--- src/rtl/lcm_pkg.sv ---
`timescale 1ns/1ps
package lcm_pkg;
  localparam int NEV         = 8;
  localparam int EV_RI_TICK  = 0;
  localparam int EV_PJ_TICK  = 1;
  localparam int EV_RI_F0    = 2;
  localparam int EV_RI_FL    = 3;
  localparam int EV_RI_STUCK = 4;
  localparam int EV_PJ_FAIL  = 5;
  localparam int EV_PJ_STUCK = 6;
  localparam int EV_RD_MISS  = 7;
endpackage

--- src/rtl/lcm_frame_ctr.sv ---
`timescale 1ns/1ps
module lcm_frame_ctr #(
  parameter int FC_W   = 7,
  parameter int PJ_LOG = 4
) (
  input  logic clk_i,
  input  logic rst_ni,
  input  logic en_i,
  input  logic vsync_i,
  output logic vs_o,
  output logic ri_first_o,
  output logic ri_last_o,
  output logic pj_pt_o,
  output logic pj_first_o
);
  localparam logic [FC_W-1:0] FC_LAST = '1;
  localparam logic [FC_W-1:0] PJ_LAST = FC_W'((1 << PJ_LOG) - 1);

  logic [FC_W-1:0] fc_q;

  always_ff @(posedge clk_i or negedge rst_ni) begin
    if (!rst_ni)      fc_q <= '0;
    else if (!en_i)   fc_q <= '0;
    else if (vsync_i) fc_q <= fc_q + 1'b1;
  end

  assign vs_o       = en_i & vsync_i;
  assign ri_first_o = vs_o && (fc_q == '0);
  assign ri_last_o  = vs_o && (fc_q == FC_LAST);
  assign pj_pt_o    = vs_o && (fc_q[PJ_LOG-1:0] == '1);
  assign pj_first_o = vs_o && (fc_q == PJ_LAST);

  assert_fc_wrap_R1: assert property (@(posedge clk_i) disable iff (!rst_ni)
    (en_i && vsync_i && fc_q == FC_LAST) |=> (fc_q == '0));
  assert_fc_hold_R12: assert property (@(posedge clk_i) disable iff (!rst_ni)
    !en_i |=> (fc_q == '0));
endmodule

--- src/rtl/lcm_rd_track.sv ---
`timescale 1ns/1ps
module lcm_rd_track #(
  parameter int RI_W = 16,
  parameter int PJ_W = 8
) (
  input  logic            clk_i,
  input  logic            rst_ni,
  input  logic            en_i,
  input  logic            vs_i,
  input  logic            ri_first_i,
  input  logic            ri_last_i,
  input  logic            pj_pt_i,
  input  logic [RI_W-1:0] local_ri_i,
  input  logic [PJ_W-1:0] local_pj_i,
  input  logic            rd_done_i,
  input  logic            rd_err_i,
  input  logic [RI_W-1:0] rd_ri_i,
  input  logic [PJ_W-1:0] rd_pj_i,
  output logic            rd_req_o,
  output logic [1:0]      rd_sel_o,
  output logic            ev_ri0_o,
  output logic            ev_ril_o,
  output logic            ev_pj_o,
  output logic            ev_miss_o
);
  logic            pend_ri_q, pend_pj_q, last_q, req_q;
  logic [1:0]      sel_q;
  logic [RI_W-1:0] exp_ri_q;
  logic [PJ_W-1:0] exp_pj_q;
  logic            pend, ri_pt, take, ok;

  assign pend  = pend_ri_q | pend_pj_q;
  assign ri_pt = ri_first_i | ri_last_i;
  // a strobe in the vsync cycle is late: vsync wins
  assign take  = en_i & rd_done_i & pend & ~vs_i;
  assign ok    = take & ~rd_err_i;

  always_ff @(posedge clk_i or negedge rst_ni) begin
    if (!rst_ni) begin
      pend_ri_q <= 1'b0;
      pend_pj_q <= 1'b0;
      last_q    <= 1'b0;
      req_q     <= 1'b0;
      sel_q     <= '0;
      exp_ri_q  <= '0;
      exp_pj_q  <= '0;
    end else if (!en_i) begin
      pend_ri_q <= 1'b0;
      pend_pj_q <= 1'b0;
      req_q     <= 1'b0;
    end else begin
      req_q <= 1'b0;
      if (vs_i) begin
        pend_ri_q <= ri_pt;
        pend_pj_q <= pj_pt_i;
        last_q    <= ri_last_i;
        req_q     <= ri_pt | pj_pt_i;
        sel_q     <= {pj_pt_i, ri_pt};
        if (ri_pt)   exp_ri_q <= local_ri_i;
        if (pj_pt_i) exp_pj_q <= local_pj_i;
      end else if (take) begin
        pend_ri_q <= 1'b0;
        pend_pj_q <= 1'b0;
      end
    end
  end

  assign rd_req_o  = req_q;
  assign rd_sel_o  = sel_q;
  assign ev_miss_o = (vs_i & pend) | (take & rd_err_i);
  assign ev_ri0_o  = ok & pend_ri_q & ~last_q & (rd_ri_i != exp_ri_q);
  assign ev_ril_o  = ok & pend_ri_q &  last_q & (rd_ri_i != exp_ri_q);
  assign ev_pj_o   = ok & pend_pj_q & (rd_pj_i != exp_pj_q);

  assert_req_pend_R3: assert property (@(posedge clk_i) disable iff (!rst_ni)
    rd_req_o |-> (pend && rd_sel_o != 2'b00));
  assert_req_pulse_R3: assert property (@(posedge clk_i) disable iff (!rst_ni)
    (rd_req_o && !vs_i) |=> !rd_req_o);
  assert_take_once_R9: assert property (@(posedge clk_i) disable iff (!rst_ni)
    take |=> !pend);
  assert_quiet_off_R12: assert property (@(posedge clk_i) disable iff (!rst_ni)
    !en_i |-> !(ev_miss_o || ev_ri0_o || ev_ril_o || ev_pj_o));
endmodule

--- src/rtl/lcm_evt_stat.sv ---
`timescale 1ns/1ps
module lcm_evt_stat #(
  parameter int N = 8
) (
  input  logic         clk_i,
  input  logic         rst_ni,
  input  logic [N-1:0] set_i,
  input  logic [N-1:0] clr_i,
  input  logic [N-1:0] unmask_i,
  output logic [N-1:0] status_o,
  output logic         irq_o
);
  logic [N-1:0] st_q;

  always_ff @(posedge clk_i or negedge rst_ni) begin
    if (!rst_ni) st_q <= '0;
    else         st_q <= (st_q & ~clr_i) | set_i;
  end

  assign status_o = st_q;
  assign irq_o    = |(st_q & unmask_i);

  assert_sticky_R10: assert property (@(posedge clk_i) disable iff (!rst_ni)
    (|set_i) |=> ((status_o & $past(set_i)) == $past(set_i)));
  assert_w1c_R10: assert property (@(posedge clk_i) disable iff (!rst_ni)
    (|(clr_i & ~set_i)) |=> ((status_o & $past(clr_i & ~set_i)) == '0));
  assert_hold_R10: assert property (@(posedge clk_i) disable iff (!rst_ni)
    (set_i == '0 && clr_i == '0) |=> $stable(status_o));
endmodule

--- src/rtl/link_check_mon.sv ---
`timescale 1ns/1ps
module link_check_mon
  import lcm_pkg::*;
#(
  parameter int RI_W   = 16,
  parameter int PJ_W   = 8,
  parameter int FC_W   = 7,
  parameter int PJ_LOG = 4
) (
  input  logic            clk_i,
  input  logic            rst_ni,
  input  logic            enable_i,
  input  logic            vsync_i,
  input  logic [RI_W-1:0] local_ri_i,
  input  logic [PJ_W-1:0] local_pj_i,
  output logic            rd_req_o,
  output logic [1:0]      rd_sel_o,
  input  logic            rd_done_i,
  input  logic            rd_err_i,
  input  logic [RI_W-1:0] rd_ri_i,
  input  logic [PJ_W-1:0] rd_pj_i,
  input  logic [NEV-1:0]  unmask_i,
  input  logic [NEV-1:0]  clr_i,
  output logic [NEV-1:0]  status_o,
  output logic            irq_o
);
  logic vs, ri_first, ri_last, pj_pt, pj_first;
  logic ev_ri0, ev_ril, ev_pj, ev_miss;
  logic [RI_W-1:0] ri0_q;
  logic [PJ_W-1:0] pj0_q;
  logic [NEV-1:0]  set;

  lcm_frame_ctr #(.FC_W(FC_W), .PJ_LOG(PJ_LOG)) u_fc (
    .clk_i, .rst_ni, .en_i(enable_i), .vsync_i,
    .vs_o(vs), .ri_first_o(ri_first), .ri_last_o(ri_last),
    .pj_pt_o(pj_pt), .pj_first_o(pj_first)
  );

  lcm_rd_track #(.RI_W(RI_W), .PJ_W(PJ_W)) u_rd (
    .clk_i, .rst_ni, .en_i(enable_i), .vs_i(vs),
    .ri_first_i(ri_first), .ri_last_i(ri_last), .pj_pt_i(pj_pt),
    .local_ri_i, .local_pj_i, .rd_done_i, .rd_err_i, .rd_ri_i, .rd_pj_i,
    .rd_req_o, .rd_sel_o,
    .ev_ri0_o(ev_ri0), .ev_ril_o(ev_ril), .ev_pj_o(ev_pj), .ev_miss_o(ev_miss)
  );

  // frame-0 snapshots for the stuck tests
  always_ff @(posedge clk_i or negedge rst_ni) begin
    if (!rst_ni) begin
      ri0_q <= '0;
      pj0_q <= '0;
    end else if (ri_first) begin
      ri0_q <= local_ri_i;
      pj0_q <= local_pj_i;
    end
  end

  always_comb begin
    set              = '0;
    set[EV_RI_TICK]  = ri_last;
    set[EV_PJ_TICK]  = pj_pt;
    set[EV_RI_F0]    = ev_ri0;
    set[EV_RI_FL]    = ev_ril;
    set[EV_RI_STUCK] = ri_last & (local_ri_i == ri0_q);
    set[EV_PJ_FAIL]  = ev_pj;
    set[EV_PJ_STUCK] = pj_first & (local_pj_i == pj0_q);
    set[EV_RD_MISS]  = ev_miss;
  end

  lcm_evt_stat #(.N(NEV)) u_st (
    .clk_i, .rst_ni, .set_i(set), .clr_i, .unmask_i,
    .status_o, .irq_o
  );

  assert_tick_nest_R2: assert property (@(posedge clk_i) disable iff (!rst_ni)
    ri_last |-> pj_pt);
  assert_irq_R11: assert property (@(posedge clk_i) disable iff (!rst_ni)
    irq_o |-> (|status_o));
endmodule

--- config.mk ---
export PLATFORM = sky130hd
export DESIGN_NAME = link_check_mon
export DESIGN_NICKNAME = d
export VERILOG_FILES = /design/src/rtl/lcm_pkg.sv /design/src/rtl/lcm_frame_ctr.sv /design/src/rtl/lcm_rd_track.sv /design/src/rtl/lcm_evt_stat.sv /design/src/rtl/link_check_mon.sv
export SDC_FILE = /design/constraint.sdc
export NUM_CORES = 1
export LEC_CHECK = 0
export BUFFER_PORTS_ARGS = -buffer_cell sky130_fd_sc_hd__buf_2
export CAP_MARGIN = 25
export CELL_PAD_IN_SITES_DETAIL_PLACEMENT = 0
export CELL_PAD_IN_SITES_GLOBAL_PLACEMENT = 1
export CORE_ASPECT_RATIO = 0.75
export CORE_MARGIN = 2
export CORE_UTILIZATION = 42
export DETAILED_ROUTE_END_ITERATION = 7
export GPL_ROUTABILITY_DRIVEN = 0
export GPL_TIMING_DRIVEN = 0
export PLACE_DENSITY = 0.88
export SYNTH_ARGS = -nofsm -noshare
export SYNTH_HDL_FRONTEND = slang
export SYNTH_HIERARCHICAL = 1
export SYNTH_SLANG_ARGS = --single-unit
--- constraint.sdc ---
create_clock -name clk_i -period 3.55 [get_ports clk_i]
set_input_delay 0.5325 -clock clk_i [delete_from_list [all_inputs] [get_ports clk_i]]
set_output_delay 0.5325 -clock clk_i [all_outputs]
set_load 0.01 [all_outputs]
==> results of run 1 <==
## sequential cells by signal, summed over array words and instances (netlist names)
| register | flops |
|---|---|
| u_fc/fc_q | 7 |
| u_rd/exp_ri_q | 16 |
| u_rd/last_q | 1 |
| u_rd/rd_req_o | 1 |
| u_rd/pend_pj_q | 1 |
| ri0_q | 16 |
| u_rd/exp_pj_q | 8 |
| pj0_q | 8 |
| u_st/status_o | 8 |
| u_rd/pend_ri_q | 1 |
| u_rd/rd_sel_o | 2 |
## cells by family after synthesis
| group | count (synthesis) | share of synthesized area |
|---|---|---|
| and+or+nand+nor | 56 | 0.103 |
| adders and majority gates | 2 | 0.00742 |
| buffers and inverters | 16 | 0.0215 |
| xor gates and xnor gates | 52 | 0.135 |
| muxes | 51 | 0.177 |
| DFF | 69 | 0.512 |
| AOI/OAI and AO/OA | 19 | 0.0434 |
## cell type report
type | count | area share
Sequential cell | 69 | 0.420
Multi-Input combinational cell | 180 | 0.383
Timing Repair Buffer | 81 | 0.0993
Clock buffer | 10 | 0.0335
Tap cell | 105 | 0.0320
Clock inverter | 5 | 0.0146
Inverter | 11 | 0.0101
Buffer | 5 | 0.00761
## cell usage in the layout (no fill, tap or decap), types with 2 or more instances in the layout
cell type / n
inv_1: 11
xnor2_1: 35
buf_2: 84
nand4_1: 10
ha_1: 2
nor4_1: 6
a21o_1: 7
a22oi_1: 4
nand3_1: 3
a21oi_1: 2
mux2_4: 7
nor2_1: 3
o21ai_0: 2
nand2_1: 13
dfrtp_1: 69
nor3_1: 2
nor2b_1: 4
and2_1: 4
mux2i_1: 2
clkbuf_8: 10
xor2_1: 17
mux2_2: 42
## metal layers
layer | share of wire | global-route usage
met2 | 0.45 | 0.275
met4 | 0.0035 | 0.0474
met3 | 0.062 | 0.0579
met5 | 0 | 0
met1 | 0.48 | 0.214
## metrics by stage
stage	hold WS (ns)	setup WS, ns
6_report	0.315	1.25
3_5_place_dp	0.492	0.918
3_3_place_gp	0.483	0.896
4_1_cts	0.326	1.24
5_1_grt	0.363	1.08
2_1_floorplan	0.237	1.53
## path summary, 6_finish.rpt
path	start	to	slack, ns	cells past startpoint
worst min-delay path	rst_ni	u_st/status_o[1]	0.31	1
worst max register to register	u_fc/fc_q[0]	u_rd/exp_ri_q[2]	1.25	6
worst max-delay path	u_fc/fc_q[0]	u_rd/exp_ri_q[2]	1.25	6
min in group clk_i	rd_done_i	u_rd/pend_ri_q	0.45	2
max in group asynchronous	rst_ni	u_rd/exp_ri_q[6]	2.68	1
worst min register to register	u_rd/rd_sel_o[0]	u_rd/rd_sel_o[0]	0.50	2
## power by group
part / total [mW] / leakage [nW] / internal, mW / switching (mW)
clock network: 0.638 / 0.0987 / 0.342 / 0.296
registers: 1.00 / 0.886 / 0.913 / 0.0868
logic: 0.383 / 1.07 / 0.238 / 0.145
## critical path, delay by kind of cell, from the launching register on
| family | cells | cell delay [ns] |
|---|---|---|
| muxes | 1 | 0.30 |
| AOI/OAI and AO/OA | 1 | 0.29 |
| buffers and inverters | 1 | 0.25 |
| DFF | 1 | 0.42 |
| adders and majority gates | 1 | 0.21 |
| and+or+nand+nor | 2 | 0.71 |
==> metrics.yaml, run 1 <==
outcome: "finished clean"
multi_input_area_sq_um: 1570
path_class: "reg2reg"
avgViaCountPerCell: 4.86
syn-instance-count: 265
yosys.cell_count.top_type: "dfrtp_1"
grt_max_degree: 70
max-slew-margin-rel: 0.418
initial_utilization: 0.430
fillers: 724
dr_total_vias: 2263
crit_chain: "ha_1 -> nand4_1 -> nor3_1 -> o211ai_4 -> buf_6 -> mux2_4"
max_cap_violations: 0
path_clk_slew_ns: 0.07
post-dp-hpwl_um: 5160
yosys-top-cells-count: "69 x dfrtp_1, 42 x mux2_2, 35 x xnor2_1"
grt_use_total: 0.168
die_y_um: 81.6
period_needed_ns: 2.30
diodes: 0
finalClockSkew_ns: 0.00973
die-area_sq_um: 8770
synth_top_area_frac: 0.512
yosysTopAreaCell: "dfrtp_1"
regArea_sq_um: 1730
cts_buffers: 9
setup_viol: 0
design_area_sq_um: 4110
drive_gt1_frac: 0.438
endpoint_kind: "flop"
path_max_fanout: 10
nNetsFinal: 429
port_buffers: 81
clock-sinks: 69
areaGrowthSynthToFinish_pct: 21.9
async_flop_share: 1.00
syn_area_sq_um: 3370
dp_cells: 451
grt_antenna_before_repair: 0
required_ns: 3.77
cts_tree: "done"
synth_flop_cell: "dfrtp_1"
final_antenna_net_count: 0
clockRootBuffer: "clkbuf_8"
ys_top_cells_by_area: "dfrtp_1 51%, mux2_2 14%, xnor2_1 9.1%"
h-tree-depth: 3
ios: 82
arrival_ns: 2.51
finalPower_mw: 2.02
peakVddDrop_v: 0.000264
syn_area_per_cell_sq_um: 12.7
core_region_area_sq_um: 7850
tns_ns: 0
ys_seq_area_frac: 0.512
final_cells: 466
max_stage_delay_ns: 0.61
drc_errors: 0
slowest_stage: "nor3_1"
clk_latency_ns: 0.34
postLayoutCoreUtil: 0.523
cp-start-kind: "flop"
rsz0062_at_grt: "no"
tightest_slew_ns: 0.873
wl_per_cell_um: 14.8
wirelength_um: 6910
rows: 28
hold_viol: 0
grt_overflow: 0
powerDensity_nw_per_um2: 492
hold_buffers: 0
cts_resized: 0
ys_seq_elements: 69
synth_edf_count: 0
maxSlewViolCount: 0
leakage_nw: 2.05
place_area_sq_um: 3910
fp.dieW_um: 107
hp-class: "in2async"
synth_warnings: 6
grt_first_pass_wirelength_um: 11100
dr.pass1.iters: 4
cts_buffer_depth: 2
drt-initial-drc-count: 92
fmax_ghz: 0.436
ys_types: 37
post_cts_buffers: 0
grt_pass1_vias: 2252
synth_nets: 337
fin_crit_sh: 0.646
No activity file was read; power rests on OpenSTA's default activity.
==> run 2, diff against run 1 <==
--- a/config.mk
+++ b/config.mk
@@ -5,13 +5,14 @@
 export SDC_FILE = /design/constraint.sdc
 export NUM_CORES = 1
 export LEC_CHECK = 0
+export ABC_AREA = 1
 export BUFFER_PORTS_ARGS = -buffer_cell sky130_fd_sc_hd__buf_2
 export CAP_MARGIN = 25
 export CELL_PAD_IN_SITES_DETAIL_PLACEMENT = 0
 export CELL_PAD_IN_SITES_GLOBAL_PLACEMENT = 1
 export CORE_ASPECT_RATIO = 0.75
 export CORE_MARGIN = 2
-export CORE_UTILIZATION = 42
+export CORE_UTILIZATION = 39
 export DETAILED_ROUTE_END_ITERATION = 7
 export GPL_ROUTABILITY_DRIVEN = 0
 export GPL_TIMING_DRIVEN = 0
==> constraint.sdc (replaced) <==
create_clock -name clk_i -period 2.2 [get_ports clk_i]
set_input_delay 0.33 -clock clk_i [delete_from_list [all_inputs] [get_ports clk_i]]
set_output_delay 0.33 -clock clk_i [all_outputs]
set_load 0.01 [all_outputs]
==> run 2 against run 1 <==
  * Sequential cell count unchanged
  * Die area up 14%
  * Via count up 35%
  * Largest cell class unchanged
  * Highest routed layer unchanged
  * Largest power group unchanged
  * Critical path depth up 2
  * Clock power up 140%
  * Wire length up 23%
  * Critical endpoint is now u_rd/pend_ri_q
  * Worst setup slack worse by 1.1 ns
  * Non-clock buffer count up 2
  * Sequential share of layout area down 3.6 points
  * Critical path type unchanged
  * Register-to-register slack worse by 1.1 ns
==> metrics.yaml, run 2 <==
outcome: "finished clean"  # unchanged
clockRootBuffer: "clkbuf_16"  # was clkbuf_8
period_needed_ns: 2.02  # was 2.30 ns
grt_use_total: 0.174  # was 0.168
drive_gt1_frac: 0.243  # was 0.438
areaGrowthSynthToFinish_pct: 24.6  # was 21.9%
path_max_fanout: 10  # unchanged
synth_edf_count: 0  # unchanged
dr.pass1.iters: 4  # unchanged
cp-startpoint: "u_fc/fc_q[0]"  # unchanged
dr_total_vias: 3050  # was 2263
diodes: 0  # unchanged
synth_flop_cell: "dfrtp_1"  # unchanged
post-dp-hpwl_um: 6290  # was 5160 um
peakVddDrop_v: 0.000390  # was 0.000264 V
synth_warnings: 6  # unchanged
endpoint_kind: "flop"  # unchanged
grt_pass1_vias: 2865  # was 2252
rsz0062_at_grt: "no"  # unchanged
synth_compound_area_frac: 0.0879  # was 0.0434
ys_types: 28  # was 37
synth_top_area_frac: 0.479  # was 0.512
syn_area_per_cell_sq_um: 8.06  # was 12.7 sq um
final_antenna_net_count: 0  # unchanged
die_y_um: 87.2  # was 81.6 um
avgViaCountPerCell: 4.65  # was 4.86
ys_seq_area_frac: 0.479  # was 0.512
layout_commonest_cell: "nand2_1"  # was buf_2
cts_tree: "done"  # unchanged
r2r-end: "u_rd/pend_ri_q"  # was u_rd/exp_ri_q[2]
die-area_sq_um: 10000  # was 8770 sq um
finalClockSkew_ns: 0.00771  # was 0.00973 ns
path_clk_slew_ns: 0.06  # was 0.07 ns
synthMuxAreaShare: 0.0761  # was 0.177
cp-start-kind: "flop"  # unchanged
hp-class: "in2async"  # unchanged
hold_buffers: 0  # unchanged
synth_xor_area_frac: 0.0389  # was 0.135
drc_errors: 0  # unchanged
yosys-top-cells-count: "129 x nand2_1, 69 x dfrtp_1, 69 x inv_1"  # was 69 x dfrtp_1, 42 x mux2_2, 35 x xnor2_1
yosys.cell_count.top_type: "nand2_1"  # was dfrtp_1
syn-instance-count: 447  # was 265
dp_slack_ns: -0.306  # was 0.918 ns
synth_nets: 519  # was 337
fmax_ghz: 0.495  # was 0.436 GHz
arrival_ns: 2.21  # was 2.51 ns
fin_crit_sh: 0.919  # was 0.646
yosys.area_share.simple: 0.224  # was 0.103
yosysTopAreaCell: "dfrtp_1"  # unchanged
h-tree-depth: 3  # unchanged
wirelength_um: 8480  # was 6910 um
required_ns: 2.39  # was 3.77 ns
core_region_area_sq_um: 9010  # was 7850 sq um
setup_viol: 0  # unchanged
async_flop_share: 1.00  # unchanged
powerDensity_nw_per_um2: 819  # was 492 nW/um^2
syn_area_sq_um: 3600  # was 3370 sq um
maxSlewViolCount: 0  # unchanged
initial_utilization: 0.400  # was 0.430
r2r_setup_slack_ns: 0.18  # was 1.25 ns
clock-sinks: 69  # unchanged
reg2regPathDepth: 8  # was 6
port_buffers: 81  # unchanged
clk_latency_ns: 0.32  # was 0.34 ns
r2r-start: "u_fc/fc_q[0]"  # unchanged
max-slew-margin-rel: 0.418  # about the same
grt_first_pass_wirelength_um: 13500  # was 11100 um
nNetsFinal: 611  # was 429
tightest_slew_ns: 0.873  # about the same
wl_per_cell_um: 12.9  # was 14.8 um
top_regs: "ri0_q: 16 flops, u_rd/exp_ri_q: 16 flops"  # unchanged
synthAdderAreaFrac: 0.00695  # was 0.00742
fp.dieW_um: 115  # was 107 um
setup_ws_ns: 0.178  # was 1.25 ns
grt_overflow: 0  # unchanged
max_cap_violations: 0  # unchanged
rows: 30  # was 28
setup.worst_path.end: "u_rd/pend_ri_q"  # was u_rd/exp_ri_q[2]
synth_top_family_by_area: "simple AND/OR/NAND/NOR gates"  # was multiplexers
cts_buffers: 9  # unchanged
ys_seq_elements: 69  # unchanged
grt_antenna_before_repair: 0  # unchanged
ios: 82  # unchanged
ys_top_cells_by_area: "dfrtp_1 48%, nand2_1 13%, inv_1 7.2%"  # was dfrtp_1 51%, mux2_2 14%, xnor2_1 9.1%
leakage_nw: 2.46  # was 2.05 nW
path_class: "reg2reg"  # unchanged
cts_buffer_depth: 2  # unchanged
postLayoutCoreUtil: 0.498  # was 0.523
hold_viol: 0  # unchanged
post_cts_buffers: 0  # unchanged
drt-initial-drc-count: 125  # was 92
final_cell_mix: "129 x nand2_1, 83 x buf_2, 69 x inv_1, 69 x dfrtp_1, 56 x nor2_1"  # was 84 x buf_2, 69 x dfrtp_1, 42 x mux2_2
grt_max_degree: 70  # unchanged
==> run 2: changes by cell type in the layout (fill, tap and decap cells not counted), sizes merged, moves of 12 or more <==
cell	previous run	this run
xnor2	35	11
mux2	49	22
xor2	17	5
o21ai	2	27
inv	12	70
a21oi	2	17
nand2	13	131
nor2	3	59
==> run 2: repair_timing <==
action,CTS,global route
resized for setup,1,3
gates cloned,0,0
endpoints found under the hold margin,0,0
setup endpoints to repair,43,26
==> run 2: critical path, stage by stage (launching register included) <==
cell     delay [ns]
dfrtp_1        0.42
ha_1           0.23
nand2_1        0.08
nor2_2         0.05
nand3_1        0.13
nor2_4         0.08
o21ai_4        0.41
buf_2          0.36
o21ai_0        0.13
==> run 2: logic make-up (layout without fill, tap and decap cells) <==
logic type,count (synthesis),in the layout
fa+ha+maj,2,2
mux,22,22
flops,69,69
buf+inv,77,174
xor+xnor,16,16
simple gates,205,205
compound gates,56,56
==> run 2: area by class of cell <==
class | count | area, sq um
inverters | 70 | 265
clock inverters | 6 | 87.6
plain buffers | 7 | 45.0
multi-input cells | 301 | 1590
well taps | 112 | 140
clock buffers | 10 | 229
repair buffers | 81 | 408
flip-flops and latches | 69 | 1730
fillers | 861 | 4520
==> run 2: per-layer routing <==
metal | wire length [um] | vias to the layer above | GRT usage
met3 | 435 | 2 | 0.0418
met1 | 4150 | 1417 | 0.240
met4 | 40 | 0 | 0.0537
li1 | - | 1561 | -
met2 | 3850 | 70 | 0.273
met5 | 0 | - | 0
==> run 2: worst min-delay path by stage <==
stage	cells after the start	startpoint	end	slack (ns)
finish	1	rst_ni	u_rd/exp_pj_q[6]	0.12
global route	2	clr_i[3]	u_st/status_o[3]	0.17
CTS	1	rst_ni	pj0_q[5]	0.17
detailed placement	2	u_rd/rd_sel_o[1]	u_rd/rd_sel_o[1]	0.46
global placement	2	u_rd/rd_sel_o[1]	u_rd/rd_sel_o[1]	0.46
floorplan	0	rst_ni	pj0_q[0]	0.03
==> run 2: where the power goes <==
| group | internal, mW | total [mW] | switching, mW | leakage (nW) |
|---|---|---|---|---|
| Clock | 0.992 | 1.52 | 0.524 | 0.156 |
| Combinational | 0.265 | 0.599 | 0.334 | 1.43 |
| Sequential | 1.46 | 1.56 | 0.104 | 0.873 |
| Total | 2.71 | 3.67 | 0.962 | 2.46 |
==> run 2: per-stage QoR <==
step | instances | hold WS [ns] | power [mW] | cell area, sq um | setup TNS, ns
final | 656 | 0.123 | 3.67 | 4490 | 0
after global routing | 656 | 0.169 | 3.88 | 4490 | 0
after CTS | 656 | 0.167 | 3.70 | 4470 | 0
after detailed placement | 640 | 0.461 | 2.18 | 4150 | -8.74
after global placement | 640 | 0.462 | 2.15 | 4150 | -3.73
after floorplan | 447 | 0.0344 | 1.96 | 3600 | 0
==> run 3, diff against run 2 <==
--- a/config.mk
+++ b/config.mk
@@ -16,8 +16,7 @@
 export DETAILED_ROUTE_END_ITERATION = 7
 export GPL_ROUTABILITY_DRIVEN = 0
 export GPL_TIMING_DRIVEN = 0
-export PLACE_DENSITY = 0.88
+export PLACE_DENSITY = 0.89
 export SYNTH_ARGS = -nofsm -noshare
 export SYNTH_HDL_FRONTEND = slang
-export SYNTH_HIERARCHICAL = 1
 export SYNTH_SLANG_ARGS = --single-unit
==> run 3 against run 2 <==
  * Via count grew 4.0%
  * Clock-buffer cell count shrank 1
  * Fmax grew 20%
  * Hold slack gained 0.0073 ns
  * Sequential power is essentially flat
  * Combinational power grew 9.2%
  * Final cell count grew 6.4%
  * Global-route usage grew 0.94 points
  * Critical path depth grew 2
  * Power grew 2.3%
  * Non-clock buffer count grew 2
==> metrics.yaml, run 3 <==
rows: 30  # unchanged
max-slew-margin-rel: 0.405  # was 0.418
grt_antenna_before_repair: 0  # unchanged
ios: 82  # unchanged
async_flop_share: 1.00  # unchanged
postLayoutCoreUtil: 0.498  # about the same
tightest_slew_ns: 0.892  # was 0.873 ns
busiest_layer: "met2"  # unchanged
clk_latency_ns: 0.33  # was 0.32 ns
grt_max_degree: 70  # unchanged
finalPower_mw: 3.76  # was 3.67 mW
met1_usage: 0.257  # was 0.240
synth_flop_cell: "dfrtp_1"  # unchanged
post_cts_buffers: 0  # unchanged
cp_num_buf_inv: 3  # was 1
grt_use_total: 0.184  # was 0.174
r2r_setup_slack_ns: 0.52  # was 0.18 ns
grt_util_met3: 0.0536  # was 0.0418
p_switching_mw: 1.04  # was 0.962 mW
fin_crit_sh: 0.763  # was 0.919
required_ns: 2.41  # was 2.39 ns
core_region_area_sq_um: 9050  # was 9010 sq um
ys_seq_area_frac: 0.477  # was 0.479
yosysTopAreaCell: "dfrtp_1"  # unchanged
r2r-start: "u_fc.fc_q[0]"  # was u_fc/fc_q[0]
cp_top_family: "simple AND/OR/NAND/NOR gates"  # was compound AO/OA/AOI/OAI gates
fmax_ghz: 0.595  # was 0.495 GHz
hold_viol: 0  # unchanged
slowest_stage: "dfrtp_1"  # unchanged
rsz0062_at_grt: "no"  # unchanged
tns_ns: 0  # unchanged
dr.pass1.iters: 4  # unchanged
yosys.cell_count.top_type: "nand2_1"  # unchanged
top_regs: "ri0_q: 16 flops, u_rd.exp_ri_q: 16 flops"  # was ri0_q: 16 flops, u_rd/exp_ri_q: 16 flops
cts_buffer_depth: 2  # unchanged
clkPwrFrac: 0.407  # was 0.413
reg2regPathDepth: 10  # was 8
path_clk_slew_ns: 0.06  # about the same
fp.dieW_um: 115  # about the same
final_antenna_net_count: 0  # unchanged
areaGrowthSynthToFinish_pct: 24.4  # was 24.6%
grt_first_pass_wirelength_um: 14200  # was 13500 um
finalClockSkew_ns: 0.00443  # was 0.00771 ns
cp.depth: 10  # was 8
drc_errors: 0  # unchanged
synth_nets: 545  # was 519
ys_top_cells_by_area: "dfrtp_1 48%, nand2_1 18%, inv_1 7.4%"  # was dfrtp_1 48%, nand2_1 13%, inv_1 7.2%
grt_overflow: 0  # unchanged
nNetsFinal: 637  # was 611
initial_utilization: 0.400  # about the same
cp-start-kind: "flop"  # unchanged
cpMostUsedCell: "nand2_4"
peakVddDrop_v: 0.000313  # was 0.000390 V
wirelength_um: 8750  # was 8480 um
dr_total_vias: 3172  # was 3050
die-area_sq_um: 10100  # was 10000 sq um
path_max_fanout: 10  # unchanged
syn-instance-count: 473  # was 447
setup_viol: 0  # unchanged
leakage_nw: 2.47  # was 2.46 nW
clockRootBuffer: "clkbuf_16"  # unchanged
yosys-top-cells-count: "169 x nand2_1, 71 x inv_1, 69 x dfrtp_1"  # was 129 x nand2_1, 69 x dfrtp_1, 69 x inv_1
cts_buffers: 9  # unchanged
outcome: "finished clean"  # unchanged
period_needed_ns: 1.68  # was 2.02 ns
combPwrFrac: 0.174  # was 0.163
wl_per_cell_um: 12.5  # was 12.9 um
synth_edf_count: 0  # unchanged
syn_area_sq_um: 3620  # was 3600 sq um
avgViaCountPerCell: 4.54  # was 4.65
final_cell_mix: "169 x nand2_1, 83 x buf_2, 71 x inv_1"  # was 129 x nand2_1, 83 x buf_2, 69 x inv_1, 69 x dfrtp_1, 56 x nor2_1
path_class: "reg2reg"  # unchanged
cts_resized: 0  # was 1
synth_warnings: 0  # was 6
endpoint_kind: "flop"  # unchanged
hold_buffers: 0  # unchanged
place_area_sq_um: 4190  # was 4150 sq um
diodes: 0  # unchanged
arrival_ns: 1.89  # was 2.21 ns
port_buffers: 81  # unchanged
powerDensity_nw_per_um2: 834  # was 819 nW/um^2
cp-startpoint: "u_fc.fc_q[0]"  # was u_fc/fc_q[0]
hp-class: "in2async"  # unchanged
max_stage_delay_ns: 0.39  # was 0.42 ns
synth_top_area_frac: 0.477  # was 0.479
post-dp-hpwl_um: 6490  # was 6290 um
ys_seq_elements: 69  # unchanged
drive_gt1_frac: 0.214  # was 0.243
intPower_mw: 2.72  # was 2.71 mW
r2r-end: "u_rd.exp_ri_q[15]"  # was u_rd/pend_ri_q
max_cap_violations: 0  # unchanged
maxSlewViolCount: 0  # unchanged
crit_chain: "inv_1 -> ha_1 -> nand3_1 -> nor2_8 -> nand2_4 -> nand2_4 -> inv_2 -> buf_6 -> nand2_1 -> o21ai_2"  # was ha_1 -> nand2_1 -> nor2_2 -> nand3_1 -> nor2_4 -> o21ai_4 -> buf_2 -> o21ai_0
syn_area_per_cell_sq_um: 7.66  # was 8.06 sq um
design_area_sq_um: 4500  # was 4490 sq um
h-tree-depth: 3  # unchanged
setup.worst_path.end: "u_rd.exp_ri_q[15]"  # was u_rd/pend_ri_q
grtUsageMet2: 0.283  # was 0.273
ys_types: 27  # was 28
cts_tree: "done"  # unchanged
layout_commonest_cell: "nand2_1"  # unchanged
die_y_um: 87.4  # was 87.2 um
switching_share: 0.277  # was 0.262
seq_power_share: 0.419  # was 0.424
clock-sinks: 69  # unchanged
grt_pass1_vias: 3029  # was 2865
drt-initial-drc-count: 173  # was 125
[run 3: layout make-up]
| type | instances | area (sq um) |
|---|---|---|
| repair buffers | 81 | 408 |
| well taps | 128 | 160 |
| clock buffers | 9 | 225 |
| multi-input cells | 321 | 1550 |
| inverters | 74 | 278 |
| plain buffers | 9 | 67.6 |
| fillers | 915 | 4540 |
| flip-flops and latches | 69 | 1730 |
| clock inverters | 7 | 90.1 |
[run 3: power groups by stage]
stage | logic, mW | clock network [mW] | registers, mW
finish | 0.654 | 1.53 | 1.57
global route | 0.767 | 1.61 | 1.60
CTS | 0.663 | 1.55 | 1.57
detailed placement | 0.654 | 0 | 1.60
global placement | 0.637 | 0 | 1.58
floorplan | 0.443 | 0 | 1.57
[run 3: cell families (layout without fill, tap and decap cells)]
| family | Yosys count | after routing | synth area share |
|---|---|---|---|
| buffers and inverters | 83 | 180 | 0.0954 |
| AO/OA/AOI/OAI | 56 | 56 | 0.0888 |
| adder cells (fa/ha/maj) | 2 | 2 | 0.00691 |
| XOR/XNOR | 25 | 25 | 0.0605 |
| flip-flops | 69 | 69 | 0.477 |
| AND/OR/NAND/NOR | 238 | 238 | 0.272 |
[run 3: worst register-to-register path: stages (launching register included)]
cell and delay [ns]:
dfrtp_1 0.39, inv_1 0.09, ha_1 0.15, nand3_1 0.17, nor2_8 0.22, nand2_4 0.09
nand2_4 0.12, inv_2 0.06, buf_6 0.15, nand2_1 0.08, o21ai_2 0.05
[run 3: stage by stage]
| step | std cells | setup slack [ns] | hold WS (ns) |
|---|---|---|---|
| after global placement | 682 | 0.388 | 0.465 |
| after floorplan | 473 | 0.704 | 0.0344 |
| after CTS | 698 | 0.512 | 0.162 |
| after global routing | 698 | 0.372 | 0.176 |
| after detailed placement | 682 | 0.528 | 0.462 |
| final | 698 | 0.520 | 0.130 |
[run 3: worst min path at each step]
stage	to	slack (ns)	cells past startpoint
after detailed placement	u_rd.rd_sel_o[1]	0.46	2
final	u_rd.exp_ri_q[13]	0.13	1
after floorplan	pj0_q[0]	0.03	0
after global placement	u_rd.rd_sel_o[1]	0.46	2
after CTS	u_rd.exp_ri_q[13]	0.16	1
after global routing	u_st.status_o[6]	0.18	2
[run 3: per-layer routing]
metal,part of all wire,vias to the layer above
met5,0,-
met1,0.48,1469
met2,0.46,70
met4,0.0053,0
met3,0.060,6
li1,-,1627
